File: src/rtl/spi_regacc_pkg.sv
package spi_regacc_pkg;

   typedef enum logic [1:0] {
      OPC_NOP = 2'b00,
      OPC_WR  = 2'b01,
      OPC_RD  = 2'b10,
      OPC_RSV = 2'b11
   } opc_e;

   typedef enum logic [2:0] {
      SQ_IDLE,
      SQ_LEAD,
      SQ_SHIFT,
      SQ_TAIL,
      SQ_GAP
   } sq_e;

   localparam int unsigned HDR_BITS  = 16;
   localparam int unsigned BYTE_BITS = 8;
   localparam int unsigned WR_BITS   = HDR_BITS + BYTE_BITS;

   // first header byte: direction flag over the seven low address bits
   function automatic logic [7:0] mk_hdr0(input logic wr, input logic [7:0] a);
      return {wr, a[6:0]};
   endfunction

   // second header byte: top address bit, filler driven low
   function automatic logic [7:0] mk_hdr1(input logic [7:0] a);
      return {a[7], 7'b000_0000};
   endfunction

endpackage

File: src/rtl/spi_regacc_tick.sv
module spi_regacc_tick #(
   parameter int unsigned DIV = 4
) (
   input  logic clk,
   input  logic rst_n,
   input  logic run,
   output logic tick
);

   localparam int unsigned CW = (DIV > 1) ? $clog2(DIV) : 1;

   logic [CW-1:0] cnt;

   assign tick = run && (cnt == CW'(DIV - 1));

   always_ff @(posedge clk) begin
      if (!rst_n) begin
         cnt <= '0;
      end else if (!run || tick) begin
         cnt <= '0;
      end else begin
         cnt <= cnt + CW'(1);
      end
   end

endmodule

File: src/rtl/spi_regacc_seq.sv
module spi_regacc_seq
   import spi_regacc_pkg::*;
#(
   parameter int unsigned LEN_W  = 4,
   parameter int unsigned BITS_W = 8
) (
   input  logic             clk,
   input  logic             rst_n,
   input  logic             cmd_valid,
   input  logic [1:0]       cmd_op,
   input  logic [LEN_W-1:0] cmd_len,
   input  logic             tick,
   output logic             busy,
   output logic             cs_n,
   output logic             sclk,
   output logic             done,
   output logic             load,
   output logic             rise,
   output logic             fall,
   output logic             is_read
);

   sq_e               state;
   logic [BITS_W-1:0] frame_bits;
   logic [BITS_W-1:0] falls;
   logic [BITS_W-1:0] rd_bits;
   logic              legal;

   assign legal   = (cmd_op == OPC_WR) || (cmd_op == OPC_RD);
   assign load    = (state == SQ_IDLE) && cmd_valid && legal;
   assign rise    = tick && ((state == SQ_LEAD) || ((state == SQ_SHIFT) && !sclk));
   assign fall    = tick && (state == SQ_SHIFT) && sclk;
   assign busy    = (state != SQ_IDLE);
   assign rd_bits = BITS_W'(HDR_BITS) + ((BITS_W'(cmd_len) + BITS_W'(1)) << 3);

   always_ff @(posedge clk) begin
      if (!rst_n) begin
         state      <= SQ_IDLE;
         cs_n       <= 1'b1;
         sclk       <= 1'b0;
         done       <= 1'b0;
         falls      <= '0;
         frame_bits <= '0;
         is_read    <= 1'b0;
      end else begin
         done <= 1'b0;
         case (state)
            SQ_IDLE: begin
               if (load) begin
                  state      <= SQ_LEAD;
                  cs_n       <= 1'b0;
                  falls      <= '0;
                  is_read    <= (cmd_op == OPC_RD);
                  frame_bits <= (cmd_op == OPC_RD) ? rd_bits : BITS_W'(WR_BITS);
               end
            end
            SQ_LEAD: begin
               if (tick) begin
                  sclk  <= 1'b1;
                  state <= SQ_SHIFT;
               end
            end
            SQ_SHIFT: begin
               if (tick) begin
                  if (sclk) begin
                     sclk  <= 1'b0;
                     falls <= falls + BITS_W'(1);
                     if (falls + BITS_W'(1) == frame_bits) begin
                        state <= SQ_TAIL;
                     end
                  end else begin
                     sclk <= 1'b1;
                  end
               end
            end
            SQ_TAIL: begin
               if (tick) begin
                  cs_n  <= 1'b1;
                  done  <= 1'b1;
                  state <= SQ_GAP;
               end
            end
            SQ_GAP: begin
               if (tick) begin
                  state <= SQ_IDLE;
               end
            end
            default: state <= SQ_IDLE;
         endcase
      end
   end

endmodule

File: src/rtl/spi_regacc_shift.sv
module spi_regacc_shift
   import spi_regacc_pkg::*;
#(
   parameter int unsigned BITS_W = 8
) (
   input  logic       clk,
   input  logic       rst_n,
   input  logic       load,
   input  logic [7:0] hdr0,
   input  logic [7:0] hdr1,
   input  logic [7:0] wbyte,
   input  logic       is_read,
   input  logic       rise,
   input  logic       fall,
   input  logic       miso,
   output logic       mosi,
   output logic       rd_valid,
   output logic [7:0] rd_data
);

   logic [WR_BITS-1:0] tx_sr;
   logic [6:0]         rx_sr;
   logic [BITS_W-1:0]  nrx;
   logic               last_bit;

   assign mosi     = tx_sr[WR_BITS-1];
   assign last_bit = is_read && (nrx >= BITS_W'(HDR_BITS)) && (nrx[2:0] == 3'b111);

   always_ff @(posedge clk) begin
      if (!rst_n) begin
         tx_sr    <= '0;
         rx_sr    <= '0;
         nrx      <= '0;
         rd_valid <= 1'b0;
         rd_data  <= '0;
      end else begin
         rd_valid <= 1'b0;
         if (load) begin
            tx_sr <= {hdr0, hdr1, wbyte};
            nrx   <= '0;
         end else begin
            if (fall) begin
               tx_sr <= {tx_sr[WR_BITS-2:0], 1'b0};
            end
            if (rise) begin
               rx_sr <= {rx_sr[5:0], miso};
               nrx   <= nrx + BITS_W'(1);
               if (last_bit) begin
                  rd_valid <= 1'b1;
                  rd_data  <= {rx_sr, miso};
               end
            end
         end
      end
   end

endmodule

File: src/rtl/spi_regacc_master.sv
module spi_regacc_master
   import spi_regacc_pkg::*;
#(
   parameter int unsigned CLK_DIV = 4,
   parameter int unsigned LEN_W   = 4
) (
   input  logic             clk,
   input  logic             rst_n,
   input  logic             cmd_valid,
   input  logic [1:0]       cmd_op,
   input  logic [7:0]       cmd_addr,
   input  logic [7:0]       cmd_wdata,
   input  logic [LEN_W-1:0] cmd_len,
   output logic             busy,
   output logic             rd_valid,
   output logic [7:0]       rd_data,
   output logic             done,
   output logic             cs_n,
   output logic             sclk,
   output logic             mosi,
   input  logic             miso
);

   localparam int unsigned MAX_BITS = HDR_BITS + BYTE_BITS * (2 ** LEN_W);
   localparam int unsigned BITS_W   = $clog2(MAX_BITS + 1);

   generate
      if (CLK_DIV < 1) begin : g_bad_div
         $error("CLK_DIV must be at least 1");
      end
      if (LEN_W < 1 || LEN_W > 8) begin : g_bad_len
         $error("LEN_W must lie in 1..8");
      end
   endgenerate

   logic       tick;
   logic       load;
   logic       rise;
   logic       fall;
   logic       is_read;
   logic [7:0] hdr0;
   logic [7:0] hdr1;
   logic [7:0] wbyte;

   assign hdr0  = mk_hdr0(cmd_op == OPC_WR, cmd_addr);
   assign hdr1  = mk_hdr1(cmd_addr);
   assign wbyte = (cmd_op == OPC_WR) ? cmd_wdata : 8'h00;

   generate
      if (CLK_DIV == 1) begin : g_fast
         assign tick = busy;
      end else begin : g_div
         spi_regacc_tick #(.DIV(CLK_DIV)) u_tick (
            .clk  (clk),
            .rst_n(rst_n),
            .run  (busy),
            .tick (tick)
         );
      end
   endgenerate

   spi_regacc_seq #(.LEN_W(LEN_W), .BITS_W(BITS_W)) u_seq (
      .clk      (clk),
      .rst_n    (rst_n),
      .cmd_valid(cmd_valid),
      .cmd_op   (cmd_op),
      .cmd_len  (cmd_len),
      .tick     (tick),
      .busy     (busy),
      .cs_n     (cs_n),
      .sclk     (sclk),
      .done     (done),
      .load     (load),
      .rise     (rise),
      .fall     (fall),
      .is_read  (is_read)
   );

   spi_regacc_shift #(.BITS_W(BITS_W)) u_shift (
      .clk     (clk),
      .rst_n   (rst_n),
      .load    (load),
      .hdr0    (hdr0),
      .hdr1    (hdr1),
      .wbyte   (wbyte),
      .is_read (is_read),
      .rise    (rise),
      .fall    (fall),
      .miso    (miso),
      .mosi    (mosi),
      .rd_valid(rd_valid),
      .rd_data (rd_data)
   );

endmodule

File: config.mk
export PLATFORM = sky130hd
export DESIGN_NAME = spi_regacc_master
export DESIGN_NICKNAME = d
export VERILOG_FILES = /design/src/rtl/spi_regacc_pkg.sv /design/src/rtl/spi_regacc_tick.sv /design/src/rtl/spi_regacc_seq.sv /design/src/rtl/spi_regacc_shift.sv /design/src/rtl/spi_regacc_master.sv
export SDC_FILE = /design/constraint.sdc
export NUM_CORES = 1
export LEC_CHECK = 0
export BUFFER_PORTS_ARGS = -buffer_cell sky130_fd_sc_hd__clkbuf_2
export CAP_MARGIN = 20
export CORE_MARGIN = 10
export CORE_UTILIZATION = 52
export DETAILED_ROUTE_END_ITERATION = 8
export PLACE_DENSITY = 0.77
export RECOVER_POWER = 50
export SYNTH_ARGS = -nofsm -noshare
export SYNTH_HDL_FRONTEND = slang
export SYNTH_HIERARCHICAL = 1
export SYNTH_SLANG_ARGS = --single-unit
File: constraint.sdc
create_clock -name clk -period 2 [get_ports clk]
set_input_delay 0.4 -clock clk [delete_from_list [all_inputs] [get_ports clk]]
set_output_delay 0.4 -clock clk [all_outputs]
set_load 0.01 [all_outputs]
After elaboration in Yosys (flattened, before gate mapping)
Cells that the tools add are included.

storage, ports and cells
  bits in registers = 73
  word-level logic and storage cells = 94

cells by class
  add/subtract/negate cells = 5
  magnitude comparators = 1
  equal/unequal tests = 16
  mux-type cells = 24
  bitwise operators = 3
  reduce and logical (&&, ||, !) cells = 31

operator list
  cell                 number
  $mux 24              2
  $mux 8               5
  $mux 3               7
  $add 8x1->8 const B  2
  $pmux 8 s2           1
  $pmux 3 s5           1
  $ne 2x2->1 const B   6
  $logic_and 1x1->1    9
  $reduce_and 3->1     3
  $add 5x8->8 const A  1
  $eq 8x8->1           1
  $ge 8x5->1 const B   1
  $reduce_bool 2->1    4
  $reduce_and 7->1     1
  $eq 3x2->1 const B   2
  $eq 3x3->1 const B   2
  $mux 1               6
  $reduce_and 2->1     3
  $add 4x1->5 const B  1
  $eq 2x2->1 const B   2
  $pmux 1 s2           2
  $reduce_and 4->1     1
  $reduce_or 2->1      2
  $eq 3x1->1 const B   1
  9 further kinds      14

Depth between registers and ports, before layout
Gate-level depths: netlist of run 1.

  depth in word-level cells = 6
  gate-level depth with buffers = 11
  gate-level depth less buffers = 7

Modules after synthesis
Netlist of run 1, hierarchy kept.

modules (own cells, without submodules)
  module             times used  cells an instance  area each (µm²)  seq. area each (µm²)
  spi_regacc_shift   1           234                2160.8           960.9
  spi_regacc_seq     1           141                1181.1           400.4
  spi_regacc_tick    1           6                  83.8             40.0
  spi_regacc_master  1           10                 80.1             0.0

Worst setup path after synthesis of run 1
No wires, ideal clock.

  path kind = register -> register
  start = reg u_seq.state[0]
  end = reg u_shift.tx_sr[10]
  arrival = 1.985 ns
  required time = 1.885 ns
  path slack = -0.100 ns
  stages on the path, launching flop included = 11
  clock period less this slack = 2.100 ns
  cells stage by stage = dfxtp_1 > buf_4 > or3_1 > and2_2 > nand3_4 > inv_2 > buf_2 > buf_6 > mux2i_1 > o21ai_1 > and2_1

between the ends
  cells in the longest elaborated chain, start to end = 4
  elaborated cells on any way between the ends = 9
  classes of those cells = eq/ne: 1; reduce/logical: 8

RTL lines
  element                         RTL line                 source
  start: declaration              spi_regacc_seq.sv:23     sq_e state;
  start signal: assignment        spi_regacc_seq.sv:38     state <= SQ_IDLE;
  start signal: assignment        spi_regacc_seq.sv:50     state <= SQ_LEAD;
  start signal: assignment        spi_regacc_seq.sv:60     state <= SQ_SHIFT;
  $reduce_bool 3->1               spi_regacc_seq.sv:33     assign busy = (state != SQ_IDLE);
  via busy                        spi_regacc_master.sv:14  output logic busy,
  $logic_and 1x1->1               spi_regacc_tick.sv:14    assign tick = run && (cnt == CW'(DIV - 1));
  via tick                        spi_regacc_master.sv:36  logic tick;
  $logic_and 1x1->1 (2 in a row)  spi_regacc_seq.sv:32     assign fall = tick && (state == SQ_SHIFT) && sclk;
  via fall                        spi_regacc_master.sv:39  logic fall;
  end signal: assignment          spi_regacc_shift.sv:39   tx_sr <= {hdr0, hdr1, wbyte};
  end signal: assignment          spi_regacc_shift.sv:43   tx_sr <= {tx_sr[WR_BITS-2:0], 1'b0};
  end: declaration                spi_regacc_shift.sv:21   logic [WR_BITS-1:0] tx_sr;

The timed path passes the listed nets, and every way through them passes these cells.
A chain may end at the register's enable or synchronous reset.

Final worst setup path of run 1
  start = reg u_seq.state[1]
  end = reg u_seq.falls[3]

between the ends
  elaborated cells on any way between the ends = 12
  classes of those cells = eq/ne: 4; mux: 1; reduce/logical: 7

RTL lines
  element                     RTL line                 source
  $reduce_bool 3->1           spi_regacc_seq.sv:33
  $logic_and 1x1->1           spi_regacc_tick.sv:14
  via tick                    spi_regacc_master.sv:36
  $ne 2x2->1 (no line)        -
  $reduce_and 4->1 (no line)  -
  end signal: assignment      spi_regacc_seq.sv:67     falls <= falls + BITS_W'(1);
  end: declaration            spi_regacc_seq.sv:25     logic [BITS_W-1:0] falls;

The timed path passes the listed nets, and every way through them passes these cells.

==> run summary, run 1 <==
================================================================================
Maximum number of pins on one net before global-route repair ......           49
Final Wtd Congestion ..............................................       0.8508
Non-filler cells in the finished layout ...........................          528
I/O pin count .....................................................           40
Mean instance size in the synthesized netlist .....................    8.966 µm²
Horizontal die dimension ..........................................     102.1 µm
Met1 Routed Length ................................................      3220 µm
NumNets Final .....................................................          480
H-tree levels .....................................................            3
Leakage component of the power ....................................     1.585 nW
Number of placed cells counting well taps .........................          508
Clock buffer depth ................................................            2
Number of flops mapped to enable cells by yosys ...................            0
Total length of routed met3 wires .................................       330 µm
Final Critical Period .............................................     1.868 ns
Switching share of total power ....................................       0.2511
Antenna Violating Nets Remaining ..................................            0
Post-route total power ............................................     2.689 mW
Leading area contributor after synthesis ..........................      dfxtp_1
Seq pwr share .....................................................        0.537
Total Routing Usage GR ............................................       0.1395
CP max FO .........................................................            9
Number of synthesized register bits ...............................           70
Final number of hold-violating endpoints ..........................            0
Global-route wire length before repair ............................     11940 µm
Total length of routed wires ......................................      6980 µm
Growth of design area from synthesis to finish ....................       14.56%
Run status ........................................................ finished clean
Startpoint kind of the worst setup timing path ....................    flip-flop
Standard-cell row count ...........................................           29
Min-delay worst type .............................................. input pin to flip-flop
Core area .........................................................     6459 µm²
Number of max-slew violations in the final report .................            0
Max-cap violations ................................................            0
Post-layout instance area .........................................     4016 µm²
Layout Skew .......................................................  0.007293 ns
Biggest cell delay along the critical path ........................      0.40 ns
Transition at the pin with the smallest max-transition slack ......    0.5144 ns
Total number of yosys warnings ....................................            6
Clk Latency, worst-skew pair ......................................      0.34 ns
Maximum ir drop on the vdd rail ...................................    0.5230 mV
Highest-delay cell along the critical path ........................       nor2_1
Avg WL per Cell ...................................................     13.22 µm
F_max .............................................................    535.5 MHz
Relative slew slack ...............................................       0.6558
Clock transition at the registers of the reported paths ...........      0.07 ns
Seq. cell area ....................................................     1401 µm²
Synth top cells by count .......................................... dfxtp_1 (70), nand2_1 (47), mux2i_1 (41)
NetSw .............................................................    0.6752 mW
Initial antenna violation count ...................................            0
Number of global-route vias before repair .........................         2782
Biggest area contributors in the synthesized netlist .............. dfxtp_1 (40%), mux2i_1 (12%), nand2_1 (5.0%), and2_1 (4.6%), o21ai_1 (3.4%)
Residual DRC count ................................................            0
Final number of setup-violating endpoints .........................            0
DP Wirelength .....................................................      5037 µm
Clock Sinks .......................................................           70
Data required, critical path ......................................      2.27 ns
Antenna fix cells .................................................            0
Post-synthesis cell count .........................................          391
1st-iter DRT viols ................................................          118
Cell with the most instances after synthesis ......................      dfxtp_1
TritonCTS clock tree ..............................................         done
Total standard cell area after synthesis ..........................     3506 µm²
Placed Area .......................................................     3847 µm²
Worst path buffer plus inverter count .............................            1
Proportion of layout cells with a drive suffix above 1 ............       0.1685
Initial cell density of the core ..................................       0.5428
Via count .........................................................         2810
Sum of negative setup slack .......................................         0 ns
Count of hold-fix buffers inserted at cts .........................            0
Fraction of the yosys area taken by sequential cells ..............       0.3997
Clock root cell ...................................................     clkbuf_8
Async set-or-reset flop fraction in the synthesized netlist .......            0
DR pass1 iterations ...............................................            4
Data arrival time of the worst path ...............................      2.13 ns
Sort of element at the end of the critical path ...................    flip-flop
Worst path cell trace ............................................. or3_1 -> and2_4 -> nand3_4 -> inv_2 -> nor2_1 -> o21ai_0 -> a21boi_0
Final hold slack ..................................................    0.3034 ns
Total die area ....................................................    10430 µm²
Multi-input combinational cell area ...............................     1969 µm²
Pwr per Cell Area ................................................. 669.5 nW/µm²
Cell type group with the largest total delay on the critical path . simple AND/OR/NAND/NOR gates
Cts bufs inserted .................................................            9
Count of input and output buffers .................................           39
Detailed-routed wire length on met2 ...............................      3308 µm
Most used flip-flop cell after synthesis ..........................      dfxtp_1
Die boundary height ...............................................     102.1 µm
Clock power share .................................................        0.372
Cell internal pwr .................................................     2.014 mW
Tcrit/Tclk final ..................................................       0.9338
Distinct cells, synth .............................................           51
Highest metal layer used by the detailed router ...................         met4
Synth top area share ..............................................       0.3997
Power share of the combinational group ............................        0.091
Overflow left after global routing ................................            0
Crit path kind .................................................... flip-flop to flip-flop
Number of vias per cell ...........................................        5.322
Fill count ........................................................          580
================================================================================
-- tightest hold or removal path: stages --
cell	delay, ns
clkbuf_2	0.09
nand2_1	0.05
mux2i_1	0.06
-- final timing paths --
check	startpoint	endpoint	slack, ns	cells past startpoint
setup reg to reg	u_seq/state[1]	u_seq/falls[3]	0.13	7
hold reg to reg	u_shift/rd_data[6]	u_shift/rd_data[6]	0.46	2
hold / removal	miso	u_shift/rd_data[0]	0.30	3
setup / recovery	u_seq/state[1]	u_seq/falls[3]	0.13	7
-- metal layers --
layer / global-route usage / up-vias
met3: 0.04993 / 11
met5: 0 / -
met1: 0.1534 / 1309
met2: 0.2425 / 41
li1: - / 1449
met4: 0.05098 / 0
-- kinds of logic (layout without fill, tap and decap cells) --
| logic type | Yosys count | after routing | share of synthesized area |
|---|---|---|---|
| other | 1 | 7 | 0.001070 |
| AOI/OAI and AO/OA | 67 | 67 | 0.1099 |
| adders and majority gates | 8 | 8 | 0.02855 |
| DFF | 70 | 70 | 0.3997 |
| and+or+nand+nor | 160 | 160 | 0.2609 |
| muxes | 42 | 42 | 0.1203 |
| xor gates and xnor gates | 13 | 13 | 0.03248 |
| buffers and inverters | 30 | 84 | 0.04711 |
-- power by group through the flow --
stage / registers [mW] / logic (mW) / clock network, mW
floorplan: 1.47 / 0.173 / 0
global placement: 1.48 / 0.247 / 0
detailed placement: 1.48 / 0.255 / 0
CTS: 1.44 / 0.258 / 1.03
global route: 1.45 / 0.276 / 1.10
finish: 1.44 / 0.243 / 1.00
-- timing repair --
| item | CTS | global route |
|---|---|---|
| setup buffers | 0 | 4 |
| resized for setup | 0 | 2 |
| endpoints found under the setup margin | 0 | 4 |
-- state kept, by name, indices dropped and copies added (netlist names), 2 cells and up --
| name | cells |
|---|---|
| u_shift/tx_sr | 24 |
| u_seq/falls | 8 |
| u_shift/nrx | 8 |
| u_shift/rd_data | 8 |
| u_shift/rx_sr | 7 |
| u_seq/frame_bits | 5 |
| u_seq/state | 3 |
| g_div.u_tick/cnt | 2 |
-- placed cells by master (no fill, tap or decap), types with 2 or more instances in the layout --
cell type	count
dfxtp_1	70
nand2_1	47
mux2i_1	41
clkbuf_2	26
and2_1	25
o21ai_0	22
nor2_1	18
buf_4	17
clkbuf_1	16
o21ai_1	15
nor2b_1	13
a21oi_1	12
clkbuf_8	10
nand3_1	9
and3b_1	8
xor2_1	7
or3_1	7
ha_1	7
conb_1	7
inv_1	6
xnor2_1	6
nand4_1	5
clkinv_2	4
nand2b_1	4
nor3_1	4
a21boi_0	4
and3_1	3
o22ai_1	3
o211a_1	3
nor3b_1	2
or2_2	2
-- cell type report --
| class | instances | share of cell area |
|---|---|---|
| clock inverters | 6 | 0.009034 |
| multi-input cells | 297 | 0.4903 |
| well taps | 77 | 0.02399 |
| repair buffers | 61 | 0.08692 |
| inverters | 7 | 0.006542 |
| clock buffers | 10 | 0.03427 |
| flip-flops and latches | 70 | 0.3489 |
-- metrics by stage --
stage / worst slack [ns] / utilization
after floorplan: 0.04959 / -
after global placement: 0.1309 / 0.5957
after detailed placement: 0.02856 / 0.5957
after CTS: 0.1383 / 0.6226
after global routing: -0.01053 / 0.6219
final: 0.1324 / 0.6219
(Power assumes the default switching activity.)
==> run 2, diff against run 1 <==
Settings changed: GPL_TIMING_DRIVEN set to 0.
==> run 2 against run 1 <==
Non-clock buffer count up 9. Sequential cell count is the same. Worst hold slack gained 0.0089 ns. Clock skew up 0.0029 ns. Via count grew 2.7%. Critical path depth is 3 higher. Register-to-register slack got worse by 0.08 ns. Worst setup slack lost 0.075 ns. Sequential power barely moved. Largest cell class unchanged. Highest routed layer unchanged.
==> run summary, run 2 (synthesized netlist as in run 1, its figures left out) <==
================================================================================
Antenna fix cells .................................................            0   unchanged
Seq pwr share .....................................................        0.491   was 0.537
Flip-flop count of the largest register after layout ..............           24   unchanged
Count of hold-fix buffers inserted at cts .........................            0   unchanged
1st-iter DRT viols ................................................          149   was 118
Clock buffer depth ................................................            2   unchanged
Run status ........................................................ finished clean   unchanged
Worst path cell trace ............................................. or3_4 -> and2_4 -> nand2b_4 -> nor2_2 -> buf_6 -> nand2b_4 -> buf_6 -> nor3_2 -> buf_6 -> mux2i_1   was or3_1 -> and2_4 -> nand3_4 -> inv_2 -> nor2_1 -> o21ai_0 -> a21boi_0
Final Critical Period .............................................     1.943 ns   was 1.868 ns
Final core occ ....................................................       0.6432   was 0.6219
I/O pin count .....................................................           40   unchanged
Setup repair after global routing missed its margin ...............           no
Register ranked first by flip-flop count .......................... u_shift/tx_sr   unchanged
Avg WL per Cell ...................................................     13.94 µm   was 13.22 µm
Cell type group with the largest total delay on the critical path . simple AND/OR/NAND/NOR gates   unchanged
Most common cell after layout, fill and taps aside ................      dfxtp_1   unchanged
Number of vias per cell ...........................................        5.376   was 5.322
Startpoint kind of the worst setup timing path ....................    flip-flop   unchanged
Biggest cell delay along the critical path ........................      0.40 ns   about the same
Standard-cell row count ...........................................           29   unchanged
Clock root cell ...................................................     clkbuf_8   unchanged
Min-delay worst type .............................................. input pin to flip-flop   unchanged
Residual DRC count ................................................            0   unchanged
Initial cell density of the core ..................................       0.5428   unchanged
Via count .........................................................         2887   was 2810
Switching share of total power ....................................       0.2337   was 0.2511
Crit path kind .................................................... flip-flop to flip-flop   unchanged
Max-cap violations ................................................            0   unchanged
Highest-count cells in the layout ignoring fill and taps .......... dfxtp_1 (67), nand2_1 (47), mux2i_1 (40)   was dfxtp_1 (70), nand2_1 (47), mux2i_1 (41)
Sort of element at the end of the critical path ...................    flip-flop   unchanged
Count of input and output buffers .................................           39   unchanged
Clock power share .................................................        0.414   was 0.372
Highest-delay cell along the critical path ........................      dfxtp_2   was nor2_1
Clk Latency, worst-skew pair ......................................      0.34 ns   about the same
Core area .........................................................     6459 µm²   unchanged
Cts bufs inserted .................................................            9   unchanged
Placed Area .......................................................     3826 µm²   was 3847 µm²
Horizontal die dimension ..........................................     102.1 µm   unchanged
Growth of design area from synthesis to finish ....................       18.49%   was 14.56%
Pwr per Cell Area ................................................. 708.6 nW/µm²   was 669.5 nW/µm²
Die boundary height ...............................................     102.1 µm   unchanged
Clock Sinks .......................................................           70   unchanged
Final number of hold-violating endpoints ..........................            0   unchanged
Proportion of layout cells with a drive suffix above 1 ............       0.2000   was 0.1685
DP Wirelength .....................................................      5290 µm   was 5037 µm
TritonCTS clock tree ..............................................         done   unchanged
Place WS ..........................................................   -0.4350 ns   was 0.02856 ns
Total length of routed wires ......................................      7486 µm   was 6980 µm
Layout Skew .......................................................   0.01020 ns   was 0.007293 ns
Number of placed cells counting well taps .........................          513   was 508
NumNets Final .....................................................          489   was 480
Post-route total power ............................................     2.944 mW   was 2.689 mW
Number of global-route vias before repair .........................         2869   was 2782
Final Worst Setup Slack ...........................................   0.05704 ns   was 0.1324 ns
Worst path buffer plus inverter count .............................            3   was 1
Maximum ir drop on the vdd rail ...................................    0.4496 mV   was 0.5230 mV
Overflow left after global routing ................................            0   unchanged
Antenna Violating Nets Remaining ..................................            0   unchanged
Global-route wire length before repair ............................     12750 µm   was 11940 µm
Non-filler cells in the finished layout ...........................          537   was 528
Power share of the combinational group ............................        0.095   was 0.091
Data required, critical path ......................................      2.27 ns   about the same
CP max FO .........................................................            9   unchanged
Final Wtd Congestion ..............................................       0.8324   was 0.8508
Final hold slack ..................................................    0.3123 ns   was 0.3034 ns
Total die area ....................................................    10430 µm²   unchanged
Leakage component of the power ....................................     1.667 nW   was 1.585 nW
Post-layout instance area .........................................     4154 µm²   was 4016 µm²
Tcrit/Tclk final ..................................................       0.9715   was 0.9338
Sum of negative setup slack .......................................         0 ns   unchanged
Maximum number of pins on one net before global-route repair ......           15   was 49
Fill count ........................................................          563   was 580
Final number of setup-violating endpoints .........................            0   unchanged
Data arrival time of the worst path ...............................      2.22 ns   was 2.13 ns
NetSw .............................................................    0.6878 mW   was 0.6752 mW
H-tree levels .....................................................            3   unchanged
Total Routing Usage GR ............................................       0.1495   was 0.1395
CP dominant cell by count .........................................        buf_6
F_max .............................................................    514.7 MHz   was 535.5 MHz
Initial antenna violation count ...................................            0   unchanged
Cell internal pwr .................................................     2.256 mW   was 2.014 mW
DR pass1 iterations ...............................................            5   was 4
Number of max-slew violations in the final report .................            0   unchanged
Clock transition at the registers of the reported paths ...........      0.08 ns   was 0.07 ns
================================================================================
==> run 2: what timing repair did <==
item | CTS | global route
setup endpoints to repair | 39 | 39
pin swaps | 2 | 2
buffers inserted | 2 | 7
gates resized for setup | 13 | 10
==> run 2: final timing paths <==
kind                 startpoint            endpoint  slack [ns]  depth (start not counted)
max              u_seq/state[2]  u_shift/rd_data[2]        0.06                         10
min                        miso  u_shift/rd_data[0]        0.31                          3
max reg2reg      u_seq/state[2]  u_shift/rd_data[2]        0.06                         10
min reg2reg  u_shift/rd_data[7]  u_shift/rd_data[7]        0.46                          2
==> run 2: cell type report <==
class                      count  area [µm²]  area share
buffer                        22       158.9     0.03825
clock buffer                  10       127.6     0.03072
clock inverter                 6       86.33     0.02078
inverter                       7       28.78    0.006928
multi-input combinational    297        1992      0.4795
sequential                    70        1410      0.3395
tap                           77       96.34     0.02319
timing repair buffer          48       254.0     0.06114
==> run 2: per-layer routing <==
metal / global-route usage / vias up / part of all wire
li1: - / 1469 / -
met1: 0.1751 / 1354 / 0.45
met2: 0.2533 / 56 / 0.49
met3: 0.03576 / 8 / 0.057
met4: 0.06833 / 0 / 0.011
met5: 0 / - / 0
==> run 2: power groups by stage <==
stage / Clock, mW / Sequential [mW] / Combinational [mW]
floorplan: 0 / 1.47 / 0.173
global placement: 0 / 1.47 / 0.247
detailed placement: 0 / 1.48 / 0.257
CTS: 1.25 / 1.45 / 0.257
global route: 1.31 / 1.45 / 0.319
finish: 1.22 / 1.45 / 0.279
==> run 2: worst min-delay path, stage by stage <==
cell	delay (ns)
clkbuf_2	0.09
nand2_1	0.06
mux2i_1	0.06
==> run 3, diff against run 2 <==
Settings changed: CELL_PAD_IN_SITES_DETAIL_PLACEMENT set to 2, CELL_PAD_IN_SITES_GLOBAL_PLACEMENT set to 2, CORE_MARGIN 10 to 2, CORE_UTILIZATION 52 to 32.
==> run 3 against run 2 <==
The flow now finishes with violations (negative setup slack). Register-to-register slack worse by 0.13 ns. Combinational power increased by 9.7%. Via count is 5.5% higher. Total power rose by 4.8%. First-iteration DRC count down 24%. Clock power rose by 9%. Worst setup slack got worse by 0.13 ns. Design area grew 7.6%. Wire length up 37%. Die area is 13% higher. Clock-buffer cell count stayed put. Highest routed layer unchanged.
==> run summary, run 3 (synthesized netlist as in run 1, its figures left out) <==
===============================================================================
Horizontal die dimension .........................................     108.7 µm   was 102.1 µm
Total die area ...................................................    11810 µm²   was 10430 µm²
Count of hold-fix buffers inserted at cts ........................            0   unchanged
Layout Skew ......................................................  0.007024 ns   was 0.01020 ns
RR Endpoint ...................................................... u_shift/tx_sr[20]   was u_shift/rd_data[2]
Worst setup path startpoint ...................................... u_seq/state[0]   was u_seq/state[2]
Startpoint kind of the worst setup timing path ...................    flip-flop   unchanged
Clock buffer depth ...............................................            2   unchanged
Number of vias per cell ..........................................        4.961   was 5.376
Transition at the pin with the smallest max-transition slack .....    0.5652 ns
CP max FO ........................................................            8   was 9
F_max ............................................................    482.1 MHz   was 514.7 MHz
Worst Setup EP ................................................... u_shift/tx_sr[20]   was u_shift/rd_data[2]
Biggest cell delay along the critical path .......................      0.32 ns   was 0.40 ns
Crit path kind ................................................... flip-flop to flip-flop   unchanged
Leakage component of the power ...................................     1.782 nW   was 1.667 nW
DR pass1 iterations ..............................................            4   was 5
Standard-cell row count ..........................................           38   was 29
Flip-flop count of the largest register after layout .............           24   unchanged
Die boundary height ..............................................     108.7 µm   was 102.1 µm
Initial antenna violation count ..................................            0   unchanged
Tcrit/Tclk final .................................................        1.037   was 0.9715
Max-cap violations ...............................................            0   unchanged
Final Wtd Congestion .............................................       0.7871   was 0.8324
Avg WL per Cell ..................................................     16.69 µm   was 13.94 µm
Number of max-slew violations in the final report ................            0   unchanged
Total length of routed wires .....................................     10250 µm   was 7486 µm
Via count ........................................................         3046   was 2887
Relative slew slack ..............................................       0.6232
Number of cells traversed by the worst register-to-register path .           10   unchanged
Antenna Violating Nets Remaining .................................            0   unchanged
Count of input and output buffers ................................           39   unchanged
Data required, critical path .....................................      2.24 ns   was 2.27 ns
Clock root cell ..................................................     clkbuf_8   unchanged
Final core occ ...................................................       0.4159   was 0.6432
Min-delay worst type ............................................. input pin to flip-flop   unchanged
Clk Latency, worst-skew pair .....................................      0.35 ns   was 0.34 ns
Clock transition at the registers of the reported paths ..........      0.08 ns   about the same
Run status ....................................................... complete, but fails checks   was finished clean
Maximum ir drop on the vdd rail ..................................    0.3391 mV   was 0.4496 mV
H-tree levels ....................................................            3   unchanged
DP Wirelength ....................................................      6699 µm   was 5290 µm
Sort of element at the end of the critical path ..................    flip-flop   unchanged
TritonCTS clock tree .............................................         done   unchanged
Total Routing Usage GR ...........................................       0.1732   was 0.1495
Data arrival time of the worst path ..............................      2.32 ns   was 2.22 ns
Launch instance of the worst register-to-register path ........... u_seq/state[0]   was u_seq/state[2]
Highest-count cells in the layout ignoring fill and taps ......... dfxtp_1 (67), nand2_1 (47), mux2i_1 (37)   was dfxtp_1 (67), nand2_1 (47), mux2i_1 (40)
Core area ........................................................    10750 µm²   was 6459 µm²
Most common cell after layout, fill and taps aside ...............      dfxtp_1   unchanged
Worst path cell trace ............................................ buf_6 -> buf_4 -> nor3b_4 -> nand3_4 -> inv_6 -> buf_8 -> buf_12 -> mux2i_1 -> o21ai_1 -> and2_1   was or3_4 -> and2_4 -> nand2b_4 -> nor2_2 -> buf_6 -> nand2b_4 -> buf_6 -> nor3_2 -> buf_6 -> mux2i_1
Final number of hold-violating endpoints .........................            0   unchanged
Pwr per Cell Area ................................................ 690.3 nW/µm²   was 708.6 nW/µm²
Global-route wire length before repair ...........................     15970 µm   was 12750 µm
Growth of design area from synthesis to finish ...................       27.48%   was 18.49%
I/O pin count ....................................................           40   unchanged
Antenna fix cells ................................................            0   unchanged
Clock Sinks ......................................................           70   unchanged
Proportion of layout cells with a drive suffix above 1 ...........       0.2426   was 0.2000
Register ranked first by flip-flop count ......................... u_shift/tx_sr   unchanged
1st-iter DRT viols ...............................................          113   was 149
Maximum number of pins on one net before global-route repair .....           15   unchanged
Final Critical Period ............................................     2.074 ns   was 1.943 ns
Setup repair after global routing missed its margin ..............          yes   was no
Final Worst Setup Slack ..........................................  -0.07430 ns   was 0.05704 ns
Number of global-route vias before repair ........................         3320   was 2869
Post-route total power ...........................................     3.085 mW   was 2.944 mW
Cts bufs inserted ................................................            9   unchanged
Initial cell density of the core .................................       0.3263   was 0.5428
Final number of setup-violating endpoints ........................            1   was 0
Violated checks .................................................. negative setup slack
Highest-delay cell along the critical path .......................      dfxtp_2   unchanged
Residual DRC count ...............................................            0   unchanged
NumNets Final ....................................................          503   was 489
Worst reg2reg setup slack ........................................     -0.07 ns   was 0.06 ns
Overflow left after global routing ...............................            0   unchanged
===============================================================================
run 3: cell types whose count changed in the layout (fill, tap and decap cells not counted), sizes merged:
cell      previous run  this run
clkinv               3         0
clkbuf              58        61
clkinvlp             1         2
inv                  7         9
buf                 22        33
run 3: per-stage QoR:
stage	instance area, µm²	instances	hold WS, ns	TNS [ns]	setup WS, ns
floorplan	3535	397	0.4377	0	0.04959
global placement	3905	576	0.4463	-16.74	-0.4365
detailed placement	3905	576	0.4579	-20.80	-0.5197
CTS	4259	599	0.3014	0	0.0003408
global route	4469	614	0.3085	-0.7672	-0.1173
finish	4469	614	0.3083	-0.07430	-0.07430
run 3: how the worst min path moves through the flow:
| stage | to | slack (ns) | depth (start not counted) | from |
|---|---|---|---|---|
| finish | u_shift/rd_data[0] | 0.31 | 3 | miso |
| global route | u_shift/rd_data[0] | 0.31 | 3 | miso |
| CTS | u_shift/rd_data[0] | 0.30 | 3 | miso |
| detailed placement | u_shift/rd_data[0] | 0.46 | 2 | u_shift/rd_data[0] |
| global placement | u_shift/rd_data[5] | 0.45 | 2 | u_shift/rd_data[5] |
| floorplan | u_shift/rd_data[7] | 0.44 | 2 | u_shift/rx_sr[6] |
run 3: area by class of cell:
type                       instances  area (µm²)
tap                              140       175.2
multi-input combinational        297        2044
fill                            1198        6276
sequential                        70        1410
inverter                           7       31.28
timing repair buffer              62       397.9
buffer                            22       180.2
clock buffer                      10       137.6
clock inverter                     6       92.59
run 3: critical path, delay by kind of cell, from the launching register on:
kind | cells | cell delay [ns]
buf+inv | 5 | 0.66
simple gates | 3 | 0.59
flops | 1 | 0.32
compound gates | 1 | 0.13
mux | 1 | 0.27
run 3: report_power, final:
part           total (mW)  internal (mW)  switching, mW
Combinational       0.306          0.136          0.170
Clock                1.33          0.745          0.589
Sequential           1.44           1.42         0.0217
Total                3.09           2.30          0.781
run 3: what timing repair did:
item,CTS,global route
cloned,1,2
gates resized for setup,23,18
setup endpoints to repair,47,44
pin swaps,3,5
buffers inserted,6,14
run 3: per-layer routing:
| layer | global-route usage | routed length [µm] |
|---|---|---|
| met3 | 0.03527 | 257 |
| met4 | 0.04945 | 129 |
| met5 | 0 | 0 |
| met1 | 0.2011 | 4459 |
| met2 | 0.3201 | 5399 |
